--- config.mk ---
export PLATFORM = sky130hd
export DESIGN_NAME = tas_gate_sched
export DESIGN_NICKNAME = d
export VERILOG_FILES = /design/src/rtl/tas_pkg.sv /design/src/rtl/tas_gate_datapath.sv /design/src/rtl/tas_gate_control.sv /design/src/rtl/tas_gate_sched.sv
export SDC_FILE = /design/constraint.sdc
export NUM_CORES = 2
export LEC_CHECK = 0
export CAP_MARGIN = 30
export CORE_ASPECT_RATIO = 1.4
export CORE_UTILIZATION = 45
export CTS_BUF_LIST = sky130_fd_sc_hd__clkbuf_4
export DETAILED_ROUTE_END_ITERATION = 7
export SYNTH_ARGS = -nofsm -noshare
export SYNTH_HDL_FRONTEND = slang
export SYNTH_SLANG_ARGS = --single-unit
--- constraint.sdc ---
create_clock -name clk -period 18.07 [get_ports clk]
set_input_delay 1.807 -clock clk [delete_from_list [all_inputs] [get_ports clk]]
set_output_delay 1.807 -clock clk [all_outputs]
set_load 0.02 [all_outputs]
--- src/rtl/tas_pkg.sv ---
package tas_pkg;

  typedef enum logic [1:0] {
    ST_IDLE  = 2'd0,
    ST_ARMED = 2'd1,
    ST_RUN   = 2'd2
  } schedState_t;

  // strobes from control to datapath
  typedef struct packed {
    logic shadowWrite;
    logic acceptCommit;
    logic swapIn;
    logic arm;
    logic stepSlot;
    logic enterEntry;
    logic wrapList;
  } ctrlStrobe_t;

  // status from datapath to control
  typedef struct packed {
    logic tick;
    logic lastEntry;
    logic lastSlot;
    logic commitOk;
  } dpStatus_t;

endpackage

--- src/rtl/tas_gate_datapath.sv ---
module tas_gate_datapath
  import tas_pkg::*;
#(
  parameter int NUM_TC      = 8,
  parameter int MAX_ENTRIES = 8,
  parameter int TIME_W      = 64,
  parameter int IVAL_W      = 32,
  parameter int SLOT_NS     = 200,
  localparam int IDX_W = (MAX_ENTRIES > 1) ? $clog2(MAX_ENTRIES) : 1,
  localparam int CNT_W = $clog2(MAX_ENTRIES + 1)
) (
  input  logic              clk,
  input  logic              rstN,
  input  logic [TIME_W-1:0] syncTime,
  input  logic [IDX_W-1:0]  wrIdx,
  input  logic [NUM_TC-1:0] wrMask,
  input  logic [IVAL_W-1:0] wrInterval,
  input  logic [CNT_W-1:0]  numEntries,
  input  logic [TIME_W-1:0] baseTime,
  input  logic [IVAL_W-1:0] cycleTime,
  input  ctrlStrobe_t       strobe,
  output dpStatus_t         status,
  output logic [NUM_TC-1:0] gateOpen,
  output logic              entryPulse
);

  localparam int SUM_W = IVAL_W + CNT_W;

  function automatic logic [IVAL_W-1:0] toSlots(input logic [IVAL_W-1:0] ns);
    logic [IVAL_W:0] wide;
    wide = {1'b0, ns} + (IVAL_W+1)'(SLOT_NS - 1);
    return IVAL_W'(wide / (IVAL_W+1)'(SLOT_NS));
  endfunction

  logic [NUM_TC-1:0] shMask   [MAX_ENTRIES];
  logic [IVAL_W-1:0] shSlots  [MAX_ENTRIES];
  logic [NUM_TC-1:0] actMask  [MAX_ENTRIES];
  logic [IVAL_W-1:0] actSlots [MAX_ENTRIES];
  logic [CNT_W-1:0]  pendCount, actCount;
  logic [TIME_W-1:0] pendBase, nextEdge;
  logic [IDX_W-1:0]  curIdx, nextIdx;
  logic [IVAL_W-1:0] remaining, nextSlots;
  logic [NUM_TC-1:0] nextMask;
  logic [SUM_W-1:0]  sumSlots;
  logic              zeroSeen, countOk;

  // commit validation over the shadow table
  always_comb begin
    sumSlots = '0;
    zeroSeen = 1'b0;
    for (int i = 0; i < MAX_ENTRIES; i++) begin
      if (CNT_W'(i) < numEntries) begin
        sumSlots = sumSlots + SUM_W'(shSlots[i]);
        if (shSlots[i] == '0) zeroSeen = 1'b1;
      end
    end
    countOk = (numEntries != '0) && (numEntries <= CNT_W'(MAX_ENTRIES));
  end

  // next entry selection, from the shadow table when it is swapped in
  always_comb begin
    nextIdx = strobe.wrapList ? '0 : curIdx + 1'b1;
    if (strobe.swapIn) begin
      nextMask  = shMask[nextIdx];
      nextSlots = shSlots[nextIdx];
    end else begin
      nextMask  = actMask[nextIdx];
      nextSlots = actSlots[nextIdx];
    end
  end

  always_ff @(posedge clk) begin
    if (!rstN) begin
      for (int i = 0; i < MAX_ENTRIES; i++) begin
        shMask[i]   <= '0;
        shSlots[i]  <= '0;
        actMask[i]  <= '0;
        actSlots[i] <= '0;
      end
      pendCount  <= '0;
      actCount   <= '0;
      pendBase   <= '0;
      nextEdge   <= '0;
      curIdx     <= '0;
      remaining  <= '0;
      gateOpen   <= '1;
      entryPulse <= 1'b0;
    end else begin
      entryPulse <= strobe.enterEntry;
      if (strobe.shadowWrite && (CNT_W'(wrIdx) < CNT_W'(MAX_ENTRIES))) begin
        shMask[wrIdx]  <= wrMask;
        shSlots[wrIdx] <= toSlots(wrInterval);
      end
      if (strobe.acceptCommit) begin
        pendCount <= numEntries;
        pendBase  <= baseTime;
      end
      if (strobe.swapIn) begin
        for (int i = 0; i < MAX_ENTRIES; i++) begin
          actMask[i]  <= shMask[i];
          actSlots[i] <= shSlots[i];
        end
        actCount <= pendCount;
      end
      if (strobe.arm) nextEdge <= pendBase;
      else if (strobe.stepSlot) nextEdge <= nextEdge + TIME_W'(SLOT_NS);
      if (strobe.enterEntry) begin
        curIdx    <= nextIdx;
        remaining <= nextSlots;
        gateOpen  <= nextMask;
      end else if (strobe.stepSlot) begin
        remaining <= remaining - 1'b1;
      end
    end
  end

  assign status.tick      = (syncTime >= nextEdge);
  assign status.lastEntry = (CNT_W'(curIdx) == actCount - 1'b1);
  assign status.lastSlot  = (remaining == IVAL_W'(1));
  assign status.commitOk  = countOk && !zeroSeen && (sumSlots == SUM_W'(toSlots(cycleTime)));

  // a started entry always carries a non-empty interval
  assert_entry_has_slots_R3: assert property (@(posedge clk) disable iff (!rstN)
    entryPulse |-> (remaining != '0));

  // a wrap request from control lands on entry 0
  assert_wrap_restarts_R4: assert property (@(posedge clk) disable iff (!rstN)
    (strobe.enterEntry && strobe.wrapList) |=> (curIdx == '0));

  // the gate vector only moves together with an entry pulse
  assert_gate_moves_with_pulse_R5: assert property (@(posedge clk) disable iff (!rstN)
    !entryPulse |-> $stable(gateOpen));

endmodule

--- src/rtl/tas_gate_control.sv ---
module tas_gate_control
  import tas_pkg::*;
(
  input  logic        clk,
  input  logic        rstN,
  input  logic        wrEn,
  input  logic        commit,
  input  logic        peerEvent,
  input  logic        entryPulse,
  input  dpStatus_t   status,
  output ctrlStrobe_t strobe,
  output logic        cfgReject,
  output logic        schedConflict
);

  schedState_t state, stateNext;
  logic        pending;

  always_comb begin
    strobe              = '0;
    stateNext           = state;
    strobe.shadowWrite  = wrEn && !pending;
    strobe.acceptCommit = commit && !pending && status.commitOk;
    case (state)
      ST_IDLE: begin
        if (pending) begin
          strobe.swapIn = 1'b1;
          strobe.arm    = 1'b1;
          stateNext     = ST_ARMED;
        end
      end
      ST_ARMED: begin
        if (pending) begin
          strobe.swapIn = 1'b1;
          strobe.arm    = 1'b1;
        end else if (status.tick) begin
          strobe.stepSlot   = 1'b1;
          strobe.enterEntry = 1'b1;
          strobe.wrapList   = 1'b1;
          stateNext         = ST_RUN;
        end
      end
      ST_RUN: begin
        if (status.tick) begin
          strobe.stepSlot = 1'b1;
          if (status.lastSlot) begin
            strobe.enterEntry = 1'b1;
            if (status.lastEntry) begin
              strobe.wrapList = 1'b1;
              strobe.swapIn   = pending;
            end
          end
        end
      end
      default: stateNext = ST_IDLE;
    endcase
  end

  always_ff @(posedge clk) begin
    if (!rstN) begin
      state         <= ST_IDLE;
      pending       <= 1'b0;
      cfgReject     <= 1'b0;
      schedConflict <= 1'b0;
    end else begin
      state         <= stateNext;
      pending       <= (pending && !strobe.swapIn) || strobe.acceptCommit;
      cfgReject     <= commit && !strobe.acceptCommit;
      schedConflict <= entryPulse && peerEvent;
    end
  end

  // a reject only ever answers a commit
  assert_reject_follows_commit_R6: assert property (@(posedge clk) disable iff (!rstN)
    cfgReject |-> $past(commit));

  // no entry starts while no list has been armed
  assert_quiet_before_list_R2: assert property (@(posedge clk) disable iff (!rstN)
    (state == ST_IDLE) |-> !entryPulse);

  // a conflict needs an own gate event in the clock before
  assert_conflict_has_event_R9: assert property (@(posedge clk) disable iff (!rstN)
    schedConflict |-> $past(entryPulse));

endmodule

--- src/rtl/tas_gate_sched.sv ---
module tas_gate_sched
  import tas_pkg::*;
#(
  parameter int NUM_TC      = 8,
  parameter int MAX_ENTRIES = 8,
  parameter int TIME_W      = 64,
  parameter int IVAL_W      = 32,
  parameter int SLOT_NS     = 200,
  localparam int IDX_W = (MAX_ENTRIES > 1) ? $clog2(MAX_ENTRIES) : 1,
  localparam int CNT_W = $clog2(MAX_ENTRIES + 1)
) (
  input  logic              clk,
  input  logic              rstN,
  input  logic [TIME_W-1:0] syncTime,
  input  logic              cfgWrEn,
  input  logic [IDX_W-1:0]  cfgWrIdx,
  input  logic [NUM_TC-1:0] cfgWrMask,
  input  logic [IVAL_W-1:0] cfgWrInterval,
  input  logic              cfgCommit,
  input  logic [CNT_W-1:0]  cfgNumEntries,
  input  logic [TIME_W-1:0] cfgBaseTime,
  input  logic [IVAL_W-1:0] cfgCycleTime,
  input  logic              peerEvent,
  output logic [NUM_TC-1:0] gateOpen,
  output logic              entryPulse,
  output logic              cfgReject,
  output logic              schedConflict
);

  ctrlStrobe_t strobe;
  dpStatus_t   status;

  tas_gate_control u_control (
    .clk          (clk),
    .rstN         (rstN),
    .wrEn         (cfgWrEn),
    .commit       (cfgCommit),
    .peerEvent    (peerEvent),
    .entryPulse   (entryPulse),
    .status       (status),
    .strobe       (strobe),
    .cfgReject    (cfgReject),
    .schedConflict(schedConflict)
  );

  tas_gate_datapath #(
    .NUM_TC     (NUM_TC),
    .MAX_ENTRIES(MAX_ENTRIES),
    .TIME_W     (TIME_W),
    .IVAL_W     (IVAL_W),
    .SLOT_NS    (SLOT_NS)
  ) u_datapath (
    .clk        (clk),
    .rstN       (rstN),
    .syncTime   (syncTime),
    .wrIdx      (cfgWrIdx),
    .wrMask     (cfgWrMask),
    .wrInterval (cfgWrInterval),
    .numEntries (cfgNumEntries),
    .baseTime   (cfgBaseTime),
    .cycleTime  (cfgCycleTime),
    .strobe     (strobe),
    .status     (status),
    .gateOpen   (gateOpen),
    .entryPulse (entryPulse)
  );

endmodule

; After elaboration in Yosys (flattened, before gate mapping)
; Memories as Yosys holds them, arrays and structs flattened.
; Index checks and enable logic that the tools add are counted.
; W data, S select, Z words.
[totals]
output_inout_bits = 11
latch_bits = 0
rom_bits = 0
n_memories = 4
ram_bits = 640
reg_bits = 185
input_bits = 212
[op_classes]
n_mux = 76
eq_ne = 8
n_div = 2
bitwise_logic = 17
n_reduce_logical = 30
multipliers = 0
add_sub_neg = 13
shift = 0
order_cmp = 10
[memory_table]
columns = memory, words, width, rd, rd_clocked_by_memory_dff, write_ports, line_no
row1 = u_datapath.actSlots, 8, 32, 1, 0, 8, tas_gate_datapath.sv:38  ; logic [IVAL_W-1:0] actSlots [MAX_ENTRIES];
row2 = u_datapath.shSlots, 8, 32, 9, 0, 8, tas_gate_datapath.sv:36  ; logic [IVAL_W-1:0] shSlots [MAX_ENTRIES];
row3 = u_datapath.actMask, 8, 8, 1, 0, 8, tas_gate_datapath.sv:37  ; logic [NUM_TC-1:0] actMask [MAX_ENTRIES];
row4 = u_datapath.shMask, 8, 8, 9, 0, 8, tas_gate_datapath.sv:35  ; logic [NUM_TC-1:0] shMask [MAX_ENTRIES];
[op_table]
columns = op, n
row1 = $mux W32, 13
row2 = $logic_not A32 Y1, 8
row3 = $mux W36, 7
row4 = $add A36 B32 Y36, 6
row5 = $mux W64, 2
row6 = $mux W8, 10
row7 = $add A32 B8 Y33 const B, 2
row8 = $div A33 B8 Y33 const B, 2
row9 = $add A64 B8 Y64 const B, 1
row10 = $ge A64 B64 Y1, 1
row11 = $eq A36 B32 Y1, 1
row12 = $add A32 B32 Y33, 1
row13 = $eq A32 B1 Y1 const B, 1
row14 = $reduce_or A32 Y1, 1
row15 = $sub A32 B1 Y32 const B, 1
row16 = $mux W1, 30
row17 = $mux W3, 6
row18 = $lt A3 B4 Y1 const A, 4
row19 = $or A1 B1 Y1, 16
row20 = $mux W2, 5
row21 = $logic_and A1 B1 Y1, 9
row22 = $lt A1 B4 Y1 const A, 2
row23 = $lt A2 B4 Y1 const A, 2
row24 = $reduce_or A8 Y1, 1
row25 = 19 further kinds, 24

; Longest topological paths before layout
; An unclocked memory read counts as a cell.
[logic_depth]
ltp_word = 24
depth_mapped = 82
depth_no_buf = 76

; Hierarchy
; A second synthesis with hierarchy kept.
[unflattened]
hier_cells = 6216
hier_area_um2 = 56396.6
[by_module_without_submodules]
columns = module, instances, area_each_um2, cells_per_inst
row1 = tas_gate_datapath, 1, 56048.8, 6175
row2 = tas_gate_control, 1, 347.8, 41

; Least setup slack after synthesis
; No wires, ideal clock.
[synth_path]
path_type = in2reg
startpoint = in cfgWrInterval[1]
endpoint = mem u_datapath.shSlots[0][0] (data pin)
setup_slack_ns = 0.149
setup_time_ns = 0.271
stages = 63
arrival_ns = 17.650
cell_sequence = or3_1 buf_2 and4_1 mux2_2 a31o_1 o211a_1 o211a_1 a211oi_4 and2_1 a22oi_2 o21ai_0 mux2i_2 a32oi_2 nor4_1 nor2_1 a2111oi_4 or4_4 a31oi_4 (+27 left out) o31a_2 nand4_1 o2111a_1 or4_4 a211oi_4 and2_1 buf_4 o21ai_2 a221oi_1 o21a_1 mux2i_1 nand3_2 a31o_1 and3_1 o21ai_2 mux2_4 a311oi_4 nor2_2
[synth_rtl]
columns = element, line_no
row1 = start: declaration, tas_gate_sched.sv:18  ; input logic [IVAL_W-1:0] cfgWrInterval,
row2 = end: declaration, tas_gate_datapath.sv:36

==> impl_metrics.tcl <==
set metrics [dict create \
    fmax_mhz 57.3 \
    overflow 0 \
    coreArea_sq_um 128000 \
    synth-simple-area-share 0.243 \
    fill_cells 11700 \
    cts.clk_slew.worst_paths_ns 0.08 \
    final_core_util 0.567 \
    synth_fa_ha_area_frac 0.0583 \
    hpwl_microns 152000 \
    maxCapViolCount 0 \
    crit_type "in -> reg" \
    grt_antenna_before_repair 6 \
    dr_total_vias 58500 \
    pin_count 223 \
    dr.pass1.iters 6 \
    syn_inst 6883 \
    synth_nets 7359 \
    hold_viol_final 0 \
    netlist_top_cells_area "edfxtp_1, dfxtp_1, ha_1, nand2_1, xnor2_1" \
    start_util 0.455 \
    hp-class "reg -> reg" \
    yosysTopAreaCell "edfxtp_1" \
    ys_seq_area_frac 0.345 \
    rsz0062_at_grt "yes" \
    cp.arrival_ns 18.34 \
    grt_pass1_vias 56900 \
    rows 155 \
    critPathLaunchType "primary input" \
    synthXorXnorAreaFrac 0.0550 \
    endpoint_kind "flip-flop" \
    crit_required_ns 18.97 \
    clock_skew_ns 0.105 \
    synth_compound_area_frac 0.226 \
    synth_commonest_cells "nand2_1, nor2_1, edfxtp_1, a21oi_1, o21ai_0" \
    layout_min_cycle_time_ns 17.44 \
    crit_top_cell "buf_4" \
    grt_pass1_wl_microns 319000 \
    die_h_microns 427 \
    cts_max_level 4 \
    drcViolationCount 0 \
    postCtsHoldBufs 0 \
    slew_violations 0 \
    syn_avg_cell_area_sq_um 8.44 \
    drive_above_1_share 0.211 \
    dpl_cell_area_sq_um 68600 \
    finalWorstSetupSlack_ns 0.625 \
    synth_ff_type "edfxtp_1" \
    vias_per_cell 6.01 \
    cts_tree "built" \
    avgRoutedWirePerCell_microns 21.6 \
    cts_num_sinks 729 \
    cpPeakStageDelay_ns 0.53 \
    numCtsBuffers 174 \
    outcome "completed" \
    timing.rr.start "u_datapath.shSlots[0][0]" \
    grt_max_degree 145 \
    hold_ws_ns 0.458 \
    synth.most_common_cell "nand2_1" \
    place_congestion 0.956 \
    synth_enable_flop_cells 544 \
    rrSetupSlack_ns 2.82 \
    antenna_left 0 \
    synth_area_sq_um 58100 \
    tightestPinTransition_ns 1.11 \
    cts-root-buf "clkbuf_4" \
    hold_depth 2 \
    synth_mux_area_frac 0.0300 \
    synth_top_family_by_area "simple AND/OR/NAND/NOR gates" \
    final_nets 8408 \
    yosysUniqueCellTypes 148 \
    insertion_delay_ns 1.20 \
    fin_crit_sh 0.965 \
    min_from "u_datapath.pendBase[38]" \
    drt-initial-drc-count 4517 \
    rr_worst_depth 75 \
    reg2reg_to "u_datapath.pendBase[24]" \
    ys_async_sr_fraction 0 \
    syn2layout_area_growth_pct 24.7 \
    crit_fanout 8 \
    timing.critical_path.slowest_stage_cell "o41a_4" \
    max_slew_margin 0.254 \
    min_to "u_datapath.pendBase[38]" \
    clock_tree.buffer_depth 3 \
    grtUsageTotal 0.311 \
    yosys_warnings 0 \
    die_area_sq_um 131000 \
    synth_seq_cells 729 \
    design_area_sq_um 72500 \
    pre_cts_ws_ns -1.14 \
    fp.dieW_microns 306 \
    setup_viol 0 \
    port_buffers 222 \
    wl_microns 210000 \
    synth_top_area_frac 0.281 \
]
## what timing repair did
| action | 4_1_cts | 5_1_grt |
|---|---|---|
| endpoints found under the hold margin | 0 | 0 |
| gates resized for setup | 0 | 247 |
| endpoints found under the setup margin | 0 | 94 |
| buffers inserted | 0 | 39 |
## state kept, by name, summed over array words and instances, names as in the netlist
signal	flops
u_datapath.shMask	64
u_datapath.pendBase	64
u_datapath.pendCount	4
u_datapath.curIdx	3
u_control.cfgReject	1
u_datapath.shSlots	208
u_datapath.remaining	32
u_datapath.gateOpen	8
u_control.schedConflict	1
u_datapath.actCount	4
u_datapath.entryPulse	1
u_datapath.actMask	64
u_control.state	2
u_datapath.actSlots	208
u_datapath.nextEdge	64
u_control.pending	1
## stage by stage
| step | TNS, ns | std cells |
|---|---|---|
| 2_1_floorplan | 0 | 6883 |
| 6_report | 0 | 9730 |
| 3_5_place_dp | -87.84 | 9364 |
| 3_3_place_gp | -69.37 | 9356 |
| 4_1_cts | 0 | 9682 |
| 5_1_grt | -0.626 | 9728 |
## critical path: cells and delay by family
family                 cells  cell delay (ns)
AND/OR/NAND/NOR           18             4.32
buffers and inverters     11             2.18
AO/OA/AOI/OAI             36             9.05
multiplexers               3             0.94
## layout make-up
type / instances / area, sq um / share of cell area
diodes: 8 / 20.0 / 0.000276
clock buffers: 255 / 1910 / 0.0264
clock inverters: 63 / 318 / 0.00438
inverters: 231 / 867 / 0.0120
multi-input cells: 5535 / 37000 / 0.510
flip-flops and latches: 729 / 20000 / 0.277
well taps: 1648 / 2060 / 0.0284
repair buffers: 1261 / 10300 / 0.142
## cell families after synthesis
family | after synthesis
AOI/OAI and AO/OA | 1853
xor gates and xnor gates | 360
adders and majority gates | 267
buffers and inverters | 619
DFF | 729
muxes | 166
and+or+nand+nor | 2889
## worst max path at each step
stage                                start                        to  slack (ns)
after floorplan           cfgWrInterval[1]  u_datapath.shSlots[0][0]        0.15
after detailed placement  cfgWrInterval[5]  u_datapath.shSlots[1][0]       -1.14
final                     cfgWrInterval[1]  u_datapath.shSlots[1][0]        0.63
after CTS                 cfgWrInterval[5]  u_datapath.shSlots[1][0]        0.05
after global placement    cfgWrInterval[3]  u_datapath.shSlots[1][0]       -0.95
after global routing      cfgWrInterval[1]  u_datapath.shSlots[4][0]       -0.08
## metal layers
metal  vias up  wire length (microns)  GRT usage
li1      27800                      -          -
met1     27900                  80600      0.355
met2      2138                 105000      0.560
met3       584                  12600     0.0417
met4         2                  11800      0.172
met5         -                     13          0
## cells in the final DEF (no fill, tap or decap), drive strengths merged, types with 70 or more instances in the layout
cell	instances
buf	1040
nand2	852
nor2	646
edfxtp	544
a21oi	446
o21ai	356
xnor2	288
and2	269
nand3	262
ha	257
clkbuf	255
and3	251
inv	238
clkdlybuf4s50	219
dfxtp	185
nor3	147
mux2i	135
a211oi	121
o221ai	116
nor4	104
a31oi	95
nand4	75
xor2	72
o21a	70
Power is left out: the tool's default activity adds up to more than one toggle a clock period on the data nets, which glitch-free logic cannot reach.
